[config.mk]
export PLATFORM = sky130hd
export DESIGN_NAME = tcap_top
export DESIGN_NICKNAME = d
export VERILOG_FILES = /design/src/rtl/icu_pkg.sv /design/src/rtl/icu_cond.sv /design/src/rtl/icu_edge.sv /design/src/rtl/icu_capture.sv /design/src/rtl/icu_bus.sv /design/src/rtl/tcap_top.sv
export SDC_FILE = /design/constraint.sdc
export NUM_CORES = 1
export LEC_CHECK = 0
export ABC_CLOCK_PERIOD_IN_PS = 1500
export BUFFER_PORTS_ARGS = -buffer_cell sky130_fd_sc_hd__buf_2
export CAP_MARGIN = 20
export CORE_ASPECT_RATIO = 0.6
export CORE_UTILIZATION = 46
export DETAILED_ROUTE_END_ITERATION = 7
export PLACE_DENSITY = 0.82
export SLEW_MARGIN = 5
export SYNTH_ARGS = -nofsm -noshare
export SYNTH_HDL_FRONTEND = slang
export SYNTH_SLANG_ARGS = --single-unit
[constraint.sdc]
create_clock -name clk -period 1.5 [get_ports clk]
set_clock_uncertainty 0.2 [all_clocks]
set_input_delay 0.075 -clock clk [delete_from_list [all_inputs] [get_ports clk]]
set_output_delay 0.075 -clock clk [all_outputs]
set_load 0.01 [all_outputs]
[src/rtl/icu_pkg.sv]
package icu_pkg;

    localparam int BUS_W  = 8;
    localparam int CNT_W  = 2 * BUS_W;
    localparam int ADDR_W = 2;
    localparam int CTRL_W = 4;

    typedef enum logic [ADDR_W-1:0] {
        A_CTRL  = 2'd0,
        A_STAT  = 2'd1,
        A_CAPLO = 2'd2,
        A_CAPHI = 2'd3
    } icu_addr_e;

    typedef struct packed {
        logic irq_en;   // bit3
        logic filt_en;  // bit2
        logic rise;     // bit1
        logic src_cmp;  // bit0
    } icu_ctrl_t;

    function automatic logic edge_match(input logic prev, input logic cur, input logic rise);
        return rise ? (cur & ~prev) : (~cur & prev);
    endfunction

endpackage

[src/rtl/icu_cond.sv]
module icu_cond #(
    parameter int SYNC_N = 2,
    parameter int FILT_N = 4
) (
    input  logic clk,
    input  logic rst,
    input  logic raw,
    input  logic filt_en,
    output logic level_o
);

    logic [SYNC_N-1:0] sync_q;
    logic              smp;

    always_ff @(posedge clk) begin
        if (rst) sync_q <= '0;
        else     sync_q <= {sync_q[SYNC_N-2:0], raw};
    end

    assign smp = sync_q[SYNC_N-1];

    generate
        if (FILT_N > 1) begin : g_filt
            logic [FILT_N-1:0] hist_q;
            logic              lvl_q;

            always_ff @(posedge clk) begin
                if (rst) hist_q <= '0;
                else     hist_q <= {hist_q[FILT_N-2:0], smp};
            end

            always_ff @(posedge clk) begin
                if (rst)              lvl_q <= 1'b0;
                else if (!filt_en)    lvl_q <= smp;
                else if (&hist_q)     lvl_q <= 1'b1;
                else if (~|hist_q)    lvl_q <= 1'b0;
            end

            assign level_o = lvl_q;
        end else begin : g_nofilt
            logic lvl_q;
            logic filt_en_unused;

            assign filt_en_unused = filt_en;

            always_ff @(posedge clk) begin
                if (rst) lvl_q <= 1'b0;
                else     lvl_q <= smp;
            end

            assign level_o = lvl_q;
        end
    endgenerate

endmodule

[src/rtl/icu_edge.sv]
module icu_edge
    import icu_pkg::*;
(
    input  logic clk,
    input  logic rst,
    input  logic level,
    input  logic rise,
    output logic hit_o
);

    logic prev_q;

    always_ff @(posedge clk) begin
        if (rst) prev_q <= 1'b0;
        else     prev_q <= level;
    end

    assign hit_o = edge_match(prev_q, level, rise);

endmodule

[src/rtl/icu_capture.sv]
module icu_capture #(
    parameter int W = 16
) (
    input  logic         clk,
    input  logic         rst,
    input  logic         hit,
    input  logic [W-1:0] cnt,
    input  logic         clr,
    output logic [W-1:0] cap_o,
    output logic         flag_o
);

    logic [W-1:0] cap_q;
    logic         flag_q;

    always_ff @(posedge clk) begin
        if (rst)      cap_q <= '0;
        else if (hit) cap_q <= cnt;
    end

    // A capture on the same edge as a clear keeps the flag set.
    always_ff @(posedge clk) begin
        if (rst)      flag_q <= 1'b0;
        else if (hit) flag_q <= 1'b1;
        else if (clr) flag_q <= 1'b0;
    end

    assign cap_o  = cap_q;
    assign flag_o = flag_q;

endmodule

[src/rtl/icu_bus.sv]
module icu_bus
    import icu_pkg::*;
(
    input  logic              clk,
    input  logic              rst,
    input  logic [ADDR_W-1:0] addr,
    input  logic              rd,
    input  logic              wr,
    input  logic [BUS_W-1:0]  wdata,
    input  logic [CNT_W-1:0]  cap,
    input  logic              flag,
    output logic [BUS_W-1:0]  rdata,
    output icu_ctrl_t         ctrl_o,
    output logic              flag_clr_o
);

    icu_ctrl_t              ctrl_q;
    logic [BUS_W-1:0]       temp_q;
    logic [BUS_W-CTRL_W-1:0] wdata_unused_hi;
    icu_addr_e              a;

    assign a               = icu_addr_e'(addr);
    assign wdata_unused_hi = wdata[BUS_W-1:CTRL_W];

    always_ff @(posedge clk) begin
        if (rst)                       ctrl_q <= '0;
        else if (wr && a == A_CTRL)    ctrl_q <= icu_ctrl_t'(wdata[CTRL_W-1:0]);
    end

    always_ff @(posedge clk) begin
        if (rst)                       temp_q <= '0;
        else if (rd && a == A_CAPLO)   temp_q <= cap[CNT_W-1:BUS_W];
    end

    always_comb begin
        rdata = '0;
        case (a)
            A_CTRL:  rdata = {{(BUS_W-CTRL_W){1'b0}}, ctrl_q};
            A_STAT:  rdata = {{(BUS_W-1){1'b0}}, flag};
            A_CAPLO: rdata = cap[BUS_W-1:0];
            A_CAPHI: rdata = temp_q;
            default: rdata = '0;
        endcase
    end

    assign flag_clr_o = wr && (a == A_STAT) && wdata[0];
    assign ctrl_o     = ctrl_q;

endmodule

[src/rtl/tcap_top.sv]
module tcap_top
    import icu_pkg::*;
(
    input  logic              clk,
    input  logic              rst,
    input  logic [CNT_W-1:0]  cnt_val,
    input  logic              pin_in,
    input  logic              cmp_in,
    input  logic              irq_ack,
    input  logic [ADDR_W-1:0] bus_addr,
    input  logic              bus_rd,
    input  logic              bus_wr,
    input  logic [BUS_W-1:0]  bus_wdata,
    output logic [BUS_W-1:0]  bus_rdata,
    output logic              irq
);

    icu_ctrl_t        ctrl_q;
    logic             src_raw;
    logic             level;
    logic             edge_hit;
    logic             wr_clr;
    logic [CNT_W-1:0] cap_q;
    logic             flag_q;

    assign src_raw = ctrl_q.src_cmp ? cmp_in : pin_in;

    icu_cond #(.SYNC_N(2), .FILT_N(4)) u_cond (
        .clk     (clk),
        .rst     (rst),
        .raw     (src_raw),
        .filt_en (ctrl_q.filt_en),
        .level_o (level)
    );

    icu_edge u_edge (
        .clk   (clk),
        .rst   (rst),
        .level (level),
        .rise  (ctrl_q.rise),
        .hit_o (edge_hit)
    );

    icu_capture #(.W(CNT_W)) u_cap (
        .clk    (clk),
        .rst    (rst),
        .hit    (edge_hit),
        .cnt    (cnt_val),
        .clr    (wr_clr | irq_ack),
        .cap_o  (cap_q),
        .flag_o (flag_q)
    );

    icu_bus u_bus (
        .clk        (clk),
        .rst        (rst),
        .addr       (bus_addr),
        .rd         (bus_rd),
        .wr         (bus_wr),
        .wdata      (bus_wdata),
        .cap        (cap_q),
        .flag       (flag_q),
        .rdata      (bus_rdata),
        .ctrl_o     (ctrl_q),
        .flag_clr_o (wr_clr)
    );

    assign irq = flag_q & ctrl_q.irq_en;

endmodule

-- Word level (Yosys, flattened, before mapping)
Index checks and enable logic that the tools add are counted.
- register bits after elaboration: 37
- bits of input ports: 33
- output and inout bits: 9
- word-level logic and storage cells: 37
- equal/unequal tests: 4
- multiplexer cells: 8
- bitwise logic cells: 6
- reductions and logical operators: 8
- operator list (cell ; number):
    one-hot mux 8 bit (4 select lines) ; 1
    two-way mux 1 bit ; 7
    == test 2 bit (second input constant) ; 2
    logical AND 1 bit ; 4
    AND reduction 4 bit ; 1
    OR reduction 4 bit ; 1
    AND 1 bit ; 3
    inequality test 3 bit (second input constant) ; 1
    == test 2 x 1 -> 1 bit (second input constant) ; 1
    logical NOT 2 bit ; 1
    NOT 1 bit ; 2
    nonzero test 2 bit ; 1
    bitwise OR 1 bit ; 1

-- Depth between registers and ports, before layout
Gate-level depths: netlist of the first run.
- word-level depth: 6
- depth in mapped cells: 4
- gate-level depth less buffers: 3

-- Hierarchy
A second synthesis of the first run with hierarchy kept.
- cells, all modules: 154
- area total of the unflattened synthesis: 1659.1 um2
- by module, submodules not included (module ; instances ; cells each ; area an instance (um2) ; sequential area each (um2)):
    icu_bus ; 1 ; 72 ; 748.2 ; 240.2
    icu_capture ; 1 ; 56 ; 616.8 ; 340.3
    icu_cond ; 1 ; 18 ; 217.7 ; 140.1
    icu_edge ; 1 ; 5 ; 48.8 ; 20.0
    tcap_top ; 1 ; 3 ; 27.5 ; 0.0

-- Least setup slack after synthesis of the first run
No wires, ideal clock.
- path type: register to register
- from: register u_edge.prev_q
- to: register u_cap.cap_q[10], in the netlist u_cap.cap_o[10]
- library setup time: 0.072 ns
- data arrival time: 1.172 ns
- data required time: 1.228 ns
- path slack: 0.056 ns
- stages on the path, launching flop included: 5
- path buffers: 1
- clock period less this slack: 1.444 ns
- cell sequence: dfxtp_1 and3b_1 a21oi_4 buf_12 mux2i_1
- cells in the longest elaborated chain, start to end: 3
- elaborated cells on any way between the ends: 4
- classes of those cells: mux: 1; bitwise: 3
- RTL lines (item ; RTL line ; RTL):
    from (decl) ; icu_edge.sv:11 ; logic prev_q;
    from (signal assigned) ; icu_edge.sv:15 ; else prev_q <= level;
    NOT 1 bit ; icu_pkg.sv:23 ; return rise ? (cur & ~prev) : (~cur & prev);
    AND 1 bit ; icu_pkg.sv:23 ;
    two-way mux 1 bit * ; icu_pkg.sv:23 ;
    to (signal assigned) ; icu_capture.sv:18 ; else if (hit) cap_q <= cnt;
    to (decl) ; icu_capture.sv:13 ; logic [W-1:0] cap_q;
Every way passes the cells marked *; elsewhere a longest branch is shown, timed or not.
A chain may end at the register's enable or synchronous reset.

-- Worst setup path in the final report of the first run
- from: register u_bus.temp_q[0]
- to: output port bus_rdata[0]
- cells in the longest elaborated chain, start to end: 1
- RTL lines (item ; RTL line ; RTL):
    from (decl) ; icu_bus.sv:18 ; logic [BUS_W-1:0] temp_q;
    from (signal assigned) ; icu_bus.sv:32 ; else if (rd && a == A_CAPLO) temp_q <= cap[CNT_W-1:BUS_W];
    one-hot mux 8 bit (4 select lines) ; icu_bus.sv:37 ; case (a)
    to (decl) ; tcap_top.sv:14 ; output logic [BUS_W-1:0] bus_rdata,
No other way between the ends.

==> flow_summary.toml, run 1 <==
[cells_and_area]
drive_gt1_share_pct = 28.70
fin_cells = 268
post-route-util_pct = 69.09
syn2layout_area_growth_pct = 40.51
fill_cells = 270
multi_input_area_sq_um = 838.3
antenna_cells = 0
fin_nets = 255
regArea_sq_um = 748.2

[pwr]
ir_drop_uv = 615.0
p_leak_nw = 1.108
power_density_nw_per_um2 = 979.0

[clocking]
clock_path_buffers = 2
cts_made_buffers = 5
insertion_delay_ns = 0.29
clkSinkCount = 37
cts.reportedPaths.clkPinSlew_ns = 0.08
tritoncts = "done"
cts_root_buf = "clkbuf_8"
htree_levels = 2

[routing]
viasPerCell = 4.646
wl_met2_um = 1403
wire_per_inst_um = 12.13
wl_um = 3252
first_pass_iters = 4
wl_met3_um = 185
drc = 0
drt-initial-drc-count = 51
vias = 1245
top_layer = "met3"
ant_nets = 0
drt-met1-wl_um = 1663

[synth]
synth_top_area_share_pct = 45.33
synth_cells = 155
synth_cell_types = 22
synth_edf_count = 0
synth.top_cells.by_count = "37 x dfxtp_1, 33 x mux2i_1, 32 x nand2b_1"
synth_fp_nets = 188
avgSynthCellArea_sq_um = 10.54
synth_ff_type = "dfxtp_1"
async_flop_share_pct = 0
synthTopCellsByArea = "dfxtp_1 45%, mux2i_1 20%, nand2b_1 12%, nor2b_1 3.8%, nor2_1 3.7%"
yosysTopAreaCell = "dfxtp_1"
synth.most_common_cell = "dfxtp_1"
ys_ff_latch = 37
ys_seq_area_share_pct = 45.33
synthesis.area_sq_um = 1634
yosys_warnings = 0

[place]
portBuffers = 37
dp_cells = 233
hpwl_um = 2044
gp_congestion = 0.6982

[sta]
setup_tns_ns = 0
min_period_ns = 1.495
period_share_pct = 99.69
tightestPinTransition_ns = 0.3994
setup_violations = 0
final_max_slew_viol_count = 0
slew_headroom_pct = 73.25
grt_setup_unrepaired = "yes"
hold_viol_final = 0
max_freq_ghz = 0.6687

[global_route]
antenna_found_initial = 0
grt_pass1_wl_um = 5071
grt_use_total_pct = 18.46
overflow = 0
grt_pass1_vias = 1160
grt_max_degree = 54

[setup_path]
critPathCaptureType = "output port"
critPathKind = "reg2out"
cp_max_fo = 2
critPathArrivalTime_ns = 1.22
worstSetupStartpointType = "flip-flop"
crit_required_ns = 1.22

[floorplan]
ioPinCount = 42
dieArea_sq_um = 3802
design.core.area_sq_um = 3323
die_h_um = 48.17
num_rows = 16
die_w_um = 78.95
start_util_pct = 49.17

[job]
drv_cap = 0

[run_status]
outcome = "finished, final reports clean"

[worst_hold_path]
min-delay-path-class = "in2reg"
==> cell families (layout without fill, tap and decap cells) <==
| group | Yosys count | after routing | share of synthesized area (%) |
|---|---|---|---|
| compound gates | 8 | 8 | 4.518 |
| buf+inv | 9 | 77 | 3.598 |
| flops | 37 | 37 | 45.33 |
| mux | 37 | 37 | 23.66 |
| simple gates | 64 | 64 | 22.89 |
==> cell usage in the layout, fill, tap and decap left out, drive strengths merged <==
master,n
o41ai,1
mux2,3
nand3b,2
a21oi,2
mux4,1
buf,44
a211oi,1
bufinv,2
dlygate4sd3,25
nand4b,1
a41o,1
a22o,3
nand2b,32
clkbuf,5
and2,1
clkinv,1
nor2,16
nor2b,10
mux2i,33
dfxtp,37
and3b,1
nor3b,1
==> power by group <==
group	internal (mW)	total, mW	leakage [nW]	switching [mW]
clock	0.660	1.01	0.0681	0.350
sequential	1.00	1.01	0.302	0.0120
combinational	0.138	0.223	0.737	0.0847
total	1.80	2.25	1.11	0.446
==> worst max-delay path: stages, from the launching register on <==
cell     delay [ns]
dfxtp_2        0.32
mux4_2         0.47
buf_6          0.14
==> through the flow <==
step | setup WS [ns] | hold WS, ns | area, sq um | power (mW)
after floorplan | 0.05648 | 0.01894 | 1634 | 1.140
after global placement | 0.1587 | 0.1199 | 1879 | 1.204
after detailed placement | 0.1201 | 0.1295 | 1879 | 1.206
after CTS | 0.002936 | 0.1275 | 2287 | 2.269
after global routing | -0.03192 | 0.1605 | 2296 | 2.335
final | 0.004658 | 0.1403 | 2296 | 2.248
==> sequential cells by signal, indices dropped and copies added, names as in the netlist <==
register and cells:
u_cond.g_filt.hist_q 4, u_cap.cap_o 16, u_bus.temp_q 8, u_cap.flag_o 1, u_cond.sync_q 2, u_bus.ctrl_o 4
u_cond.level_o 1, u_edge.prev_q 1
==> per-layer routing <==
layer,global-route usage [%],up-vias
met2,31.83,30
met3,7.850,0
met4,3.273,0
li1,-,656
met5,0,-
met1,22.64,559
==> cell type report <==
class | instances | share of cell area (%)
multi-input combinational | 109 | 36.51
sequential | 37 | 32.59
timing repair buffer | 69 | 22.62
clock buffer | 5 | 2.997
clock inverter | 3 | 2.834
tap | 45 | 2.452
==> worst paths after layout <==
check	start	slack, ns	to	cells after the start
setup / recovery	u_bus.temp_q[0]	0.005	bus_rdata[0]	2
hold / removal	bus_addr[0]	0.14	u_cap.flag_o	4
setup reg to reg	u_edge.prev_q	0.10	u_cap.cap_o[6]	4
hold reg to reg	u_cond.sync_q[0]	0.24	u_cond.sync_q[1]	1
==> repair_timing <==
item,in CTS,in global routing
setup endpoints to repair,1,3
hold buffers,25,0
pin swaps,0,0
endpoints found under the hold margin,25,0
gates resized for setup,3,5
setup buffers,2,0
No activity file was read; power rests on OpenSTA's default activity.
==> run 2: changes to the inputs <==
- BUFFER_PORTS_ARGS: -buffer_cell sky130_fd_sc_hd__buf_2 -> not set
- CORE_UTILIZATION: 46 -> 55
- DONT_BUFFER_PORTS: not set -> 1
- PLACE_DENSITY: 0.82 -> 0.73
==> run 2 against run 1 <==
Cell area rose by 1.1%; combinational power barely moved; hold slack got worse by 0.088 ns; maximum frequency is 2.6% higher; critical endpoint is now u_cap.cap_o[7].
==> flow_summary.toml, run 2 (same netlist as run 1, synthesis figures left out) <==
[sta]
min_period_ns = 1.458
setup_tns_ns = 0
setup_violations = 0
period_share_pct = 97.20
slew_headroom_pct = 54.30
hold_viol_final = 0
max_freq_ghz = 0.6859
grt_setup_unrepaired = "no"
tightestPinTransition_ns = 0.6855
final_max_slew_viol_count = 0

[setup_path]
r2r_slack_ns = 0.04
critPathKind = "reg2reg"
r2r_cells = 4
cp_max_fo = 12
crit_required_ns = 1.51
r2r_end = "u_cap.cap_o[7]"
critPathArrivalTime_ns = 1.47
r2r_start = "u_edge.prev_q"
critPathCaptureType = "flip-flop"
startpoint = "u_edge.prev_q"
worstSetupStartpointType = "flip-flop"

[place]
hpwl_um = 1993
portBuffers = 0
postPlaceCellArea_sq_um = 1660
gp_congestion = 0.7162
dp_cells = 189

[cells_and_area]
antenna_cells = 0
fill_cells = 122
syn2layout_area_growth_pct = 42.04
regArea_sq_um = 742.0
post-route-cell-area_sq_um = 2321
fin_cells = 249
drive_gt1_share_pct = 9.569
final_common_cell = "dlygate4sd3_1"
final_cell_mix = "49 x dlygate4sd3_1, 36 x dfxtp_1, 32 x mux2i_1, 32 x nand2b_1, 16 x nor2_1"
multi_input_area_sq_um = 838.3
largest_reg_flops = 16
fin_nets = 241

[routing]
drt-initial-drc-count = 39
wire_per_inst_um = 16.26
wl_um = 4048
vias = 1313
first_pass_iters = 4
ant_nets = 0
drc = 0
viasPerCell = 5.273

[pwr]
ir_drop_uv = 635.5
power_density_nw_per_um2 = 922.8
p_leak_nw = 1.016

[clocking]
tritoncts = "done"
cts_made_buffers = 5
insertion_delay_ns = 0.29
cts.reportedPaths.clkPinSlew_ns = 0.08
clkSinkCount = 37
clock_path_buffers = 2
cts_root_buf = "clkbuf_8"
htree_levels = 2

[worst_hold_path]
hold_depth = 4
worstHoldEndpoint = "u_bus.temp_q[6]"
hp-start = "bus_rd"
min-delay-path-class = "in2reg"

[floorplan]
design.core.area_sq_um = 2663
num_rows = 14
dieArea_sq_um = 3200
start_util_pct = 61.37
ioPinCount = 42
die_h_um = 44.22
die_w_um = 72.37

[global_route]
grt_max_degree = 23
grt_pass1_wl_um = 6403
grt_pass1_vias = 1376
overflow = 0
grt_use_total_pct = 28.13
antenna_found_initial = 0

[run_status]
outcome = "finished, final reports clean"

[job]
drv_cap = 0
-- run 2: cell type report --
| class | count | share of cell area, % |
|---|---|---|
| flip-flops and latches | 37 | 31.97 |
| clock inverters | 2 | 1.617 |
| well taps | 40 | 2.156 |
| repair buffers | 55 | 24.58 |
| clock buffers | 6 | 3.558 |
| multi-input cells | 109 | 36.12 |
-- run 2: critical path, cell delays in order, from the launching register on --
cell and delay (ns):
dfxtp_1 0.37, and3b_1 0.22, a21oi_4 0.16, buf_12 0.17
mux2i_2 0.25
-- run 2: power by group --
| group | internal [mW] | switching, mW |
|---|---|---|
| Clock | 0.540 | 0.362 |
| Sequential | 1.00 | 0.0141 |
| Combinational | 0.145 | 0.0775 |
-- run 2: timing repair --
action                     CTS  global route
gates resized for setup      0             4
setup buffers                0             0
setup endpoints to repair    0             5
hold endpoints to repair    37             0
hold buffers                52             0
-- run 2: metrics by stage --
stage          worst slack, ns  total power, mW  util, %  hold slack (ns)
2_1_floorplan          0.05648            1.140        -          0.01894
3_3_place_gp            0.1669            1.130    62.36         -0.04845
3_5_place_dp            0.1176            1.135    62.36         -0.04783
4_1_cts                0.06750            2.136    86.80          0.03781
5_1_grt               0.008162            2.199    87.17          0.08722
6_report               0.04205            2.142    87.17          0.05262
-- run 2: layer usage --
metal / vias up / global-route usage [%] / wire length, um
li1: 629 / - / -
met1: 625 / 33.19 / 1785
met2: 50 / 50.47 / 1963
met3: 9 / 6.606 / 236
met4: 0 / 11.37 / 63
met5: - / 0 / 0
-- run 2: worst max-delay path by stage --
stage | end | slack [ns] | cells past startpoint
after floorplan | u_cap.cap_o[10] | 0.06 | 4
after global placement | u_cap.cap_o[9] | 0.17 | 4
after detailed placement | u_cap.cap_o[7] | 0.12 | 4
after CTS | u_cap.cap_o[15] | 0.07 | 4
after global routing | u_cap.flag_o | 0.008 | 3
final | u_cap.cap_o[7] | 0.04 | 4
==> run 3: changes to the inputs <==
- ABC_CLOCK_PERIOD_IN_PS: 1500 -> 1600
- PLACE_DENSITY: 0.73 -> 0.7
- clock period: 1.5 -> 1.6 ns (I/O delays scaled with it)
==> run 3 against run 2 <==
Critical path depth rose by 1; cell count fell by 9.6%; utilization fell by 11 points; register-to-register slack improved by 0.07 ns; clock power fell by 32%; non-clock buffer count fell by 24; sequential power fell by 7%; first-iteration DRC count did not move; die area did not move; via count fell by 12%; power fell by 19%; combinational power fell by 27%.
==> flow_summary.toml, run 3 (same netlist as run 1, synthesis figures left out) <==
[sta]
max_freq_ghz = 0.6295
hold_viol_final = 0
final_max_slew_viol_count = 0
setup_tns_ns = 0
slew_headroom_pct = 63.07
setup_violations = 0
min_period_ns = 1.589
tightestPinTransition_ns = 0.5522
period_share_pct = 99.29
grt_setup_unrepaired = "no"

[pwr]
ir_drop_uv = 648.9
power_mw = 1.733
pwr-share-clk_pct = 35.6
combinationalPowerShare_pct = 9.4
p_leak_nw = 0.9113
p_switching_uw = 387.9
power_density_nw_per_um2 = 850.1
p_int_mw = 1.345
seq_power_share_pct = 55.0
switching_share_pct = 22.39

[place]
portBuffers = 0
gp_congestion = 0.6733
hpwl_um = 1905

[floorplan]
ioPinCount = 42
num_rows = 14
die_w_um = 72.37
start_util_pct = 61.37
design.core.area_sq_um = 2663
die_h_um = 44.22
dieArea_sq_um = 3200

[clocking]
insertion_delay_ns = 0.29
clkSinkCount = 37
cts_root_buf = "clkbuf_8"
cts.reportedPaths.clkPinSlew_ns = 0.07
post_cts.repair.setup_buffers = 0
tritoncts = "done"
clock_path_buffers = 2
cts_made_buffers = 5
cts.repair.resized = 0
htree_levels = 2

[global_route]
grt_pass1_wl_um = 5202
gr-max-usage-layer = "met2"
overflow = 0
grt_max_degree = 54
use_met1_pct = 28.98
antenna_found_initial = 0
grt_pass1_vias = 1125
grt_use_total_pct = 22.93
grt.met3_usage_pct = 7.062
grt_use_met2_pct = 35.89

[routing]
first_pass_iters = 4
drt-initial-drc-count = 39
wire_per_inst_um = 14.23
vias = 1151
wl_um = 3202
viasPerCell = 5.116
ant_nets = 0
drc = 0

[setup_path]
r2r_slack_ns = 0.11
critPathCaptureType = "flip-flop"
critPathArrivalTime_ns = 1.57
crit_end = "u_cap.flag_o"
worstSetupStartpointType = "input port"
crit_required_ns = 1.58
cp_max_fo = 11
r2r_end = "u_cond.sync_q[0]"
startpoint = "bus_addr[1]"
r2r_cells = 3
r2r_start = "u_bus.ctrl_o[0]"
critPathKind = "in2reg"

[worst_hold_path]
min-delay-path-class = "in2out"

[cells_and_area]
final_cell_mix = "37 x dfxtp_1, 33 x mux2i_1, 32 x nand2b_1"
syn2layout_area_growth_pct = 24.73
fin_nets = 217
drive_gt1_share_pct = 8.108
antenna_cells = 0
final_common_cell = "dfxtp_1"
fill_cells = 186
multi_input_area_sq_um = 834.6
largest_reg_flops = 16
regArea_sq_um = 740.7

[run_status]
outcome = "finished, final reports clean"

[job]
drv_cap = 0
-- run 3: through the flow --
stage / utilization, % / hold WS [ns] / worst slack, ns / std cells / area [sq um]
detailed placement: 61.80 / -0.04296 / 0.1759 / 187 / 1645
CTS: 76.55 / 0.1015 / 0.08024 / 225 / 2038
global placement: 61.80 / -0.04367 / 0.2660 / 187 / 1645
global route: 76.55 / 0.1050 / 0.01030 / 225 / 2038
finish: 76.55 / 0.1001 / 0.01137 / 225 / 2038
floorplan: - / 0.02394 / 0.1565 / 155 / 1634
-- run 3: worst min path at each step --
| stage | from | to | cells past startpoint |
|---|---|---|---|
| finish | bus_addr[1] | bus_rdata[7] | 1 |
| global route | bus_addr[1] | bus_rdata[7] | 1 |
| CTS | bus_addr[1] | bus_rdata[7] | 1 |
| detailed placement | rst | u_bus.temp_q[5] | 1 |
| global placement | rst | u_edge.prev_q | 1 |
| floorplan | pin_in | u_cond.sync_q[0] | 2 |
-- run 3: area by class of cell --
class	count	share of cell area, %
Sequential cell	37	36.34
Multi-Input combinational cell	109	40.95
Timing Repair Buffer	31	16.21
Clock buffer	6	3.560
Clock inverter	2	0.4911
Tap cell	40	2.455
-- run 3: power groups by stage --
stage / clock network, mW / registers [mW] / logic (mW)
after floorplan: 0 / 0.970 / 0.0990
after global placement: 0 / 0.973 / 0.0855
after detailed placement: 0 / 0.974 / 0.0870
after CTS: 0.637 / 0.953 / 0.162
after global routing: 0.680 / 0.955 / 0.177
final: 0.616 / 0.953 / 0.163
-- run 3: layer usage --
metal	vias up	share of wire [%]	wire, um
met5	-	0	0
met3	8	5.8	186
met1	525	47	1504
li1	580	-	-
met4	0	1.8	59
met2	38	45	1451
-- run 3: critical path: stages --
cell           delay (ns)
dlygate4sd3_1        0.57
nand4b_1             0.18
nand3b_1             0.10
dlygate4sd3_1        0.57
a21oi_1              0.07
-- run 3: timing repair --
item	in CTS	in global routing
hold endpoints to repair	37	0
setup endpoints to repair	0	0
hold buffers	30	0
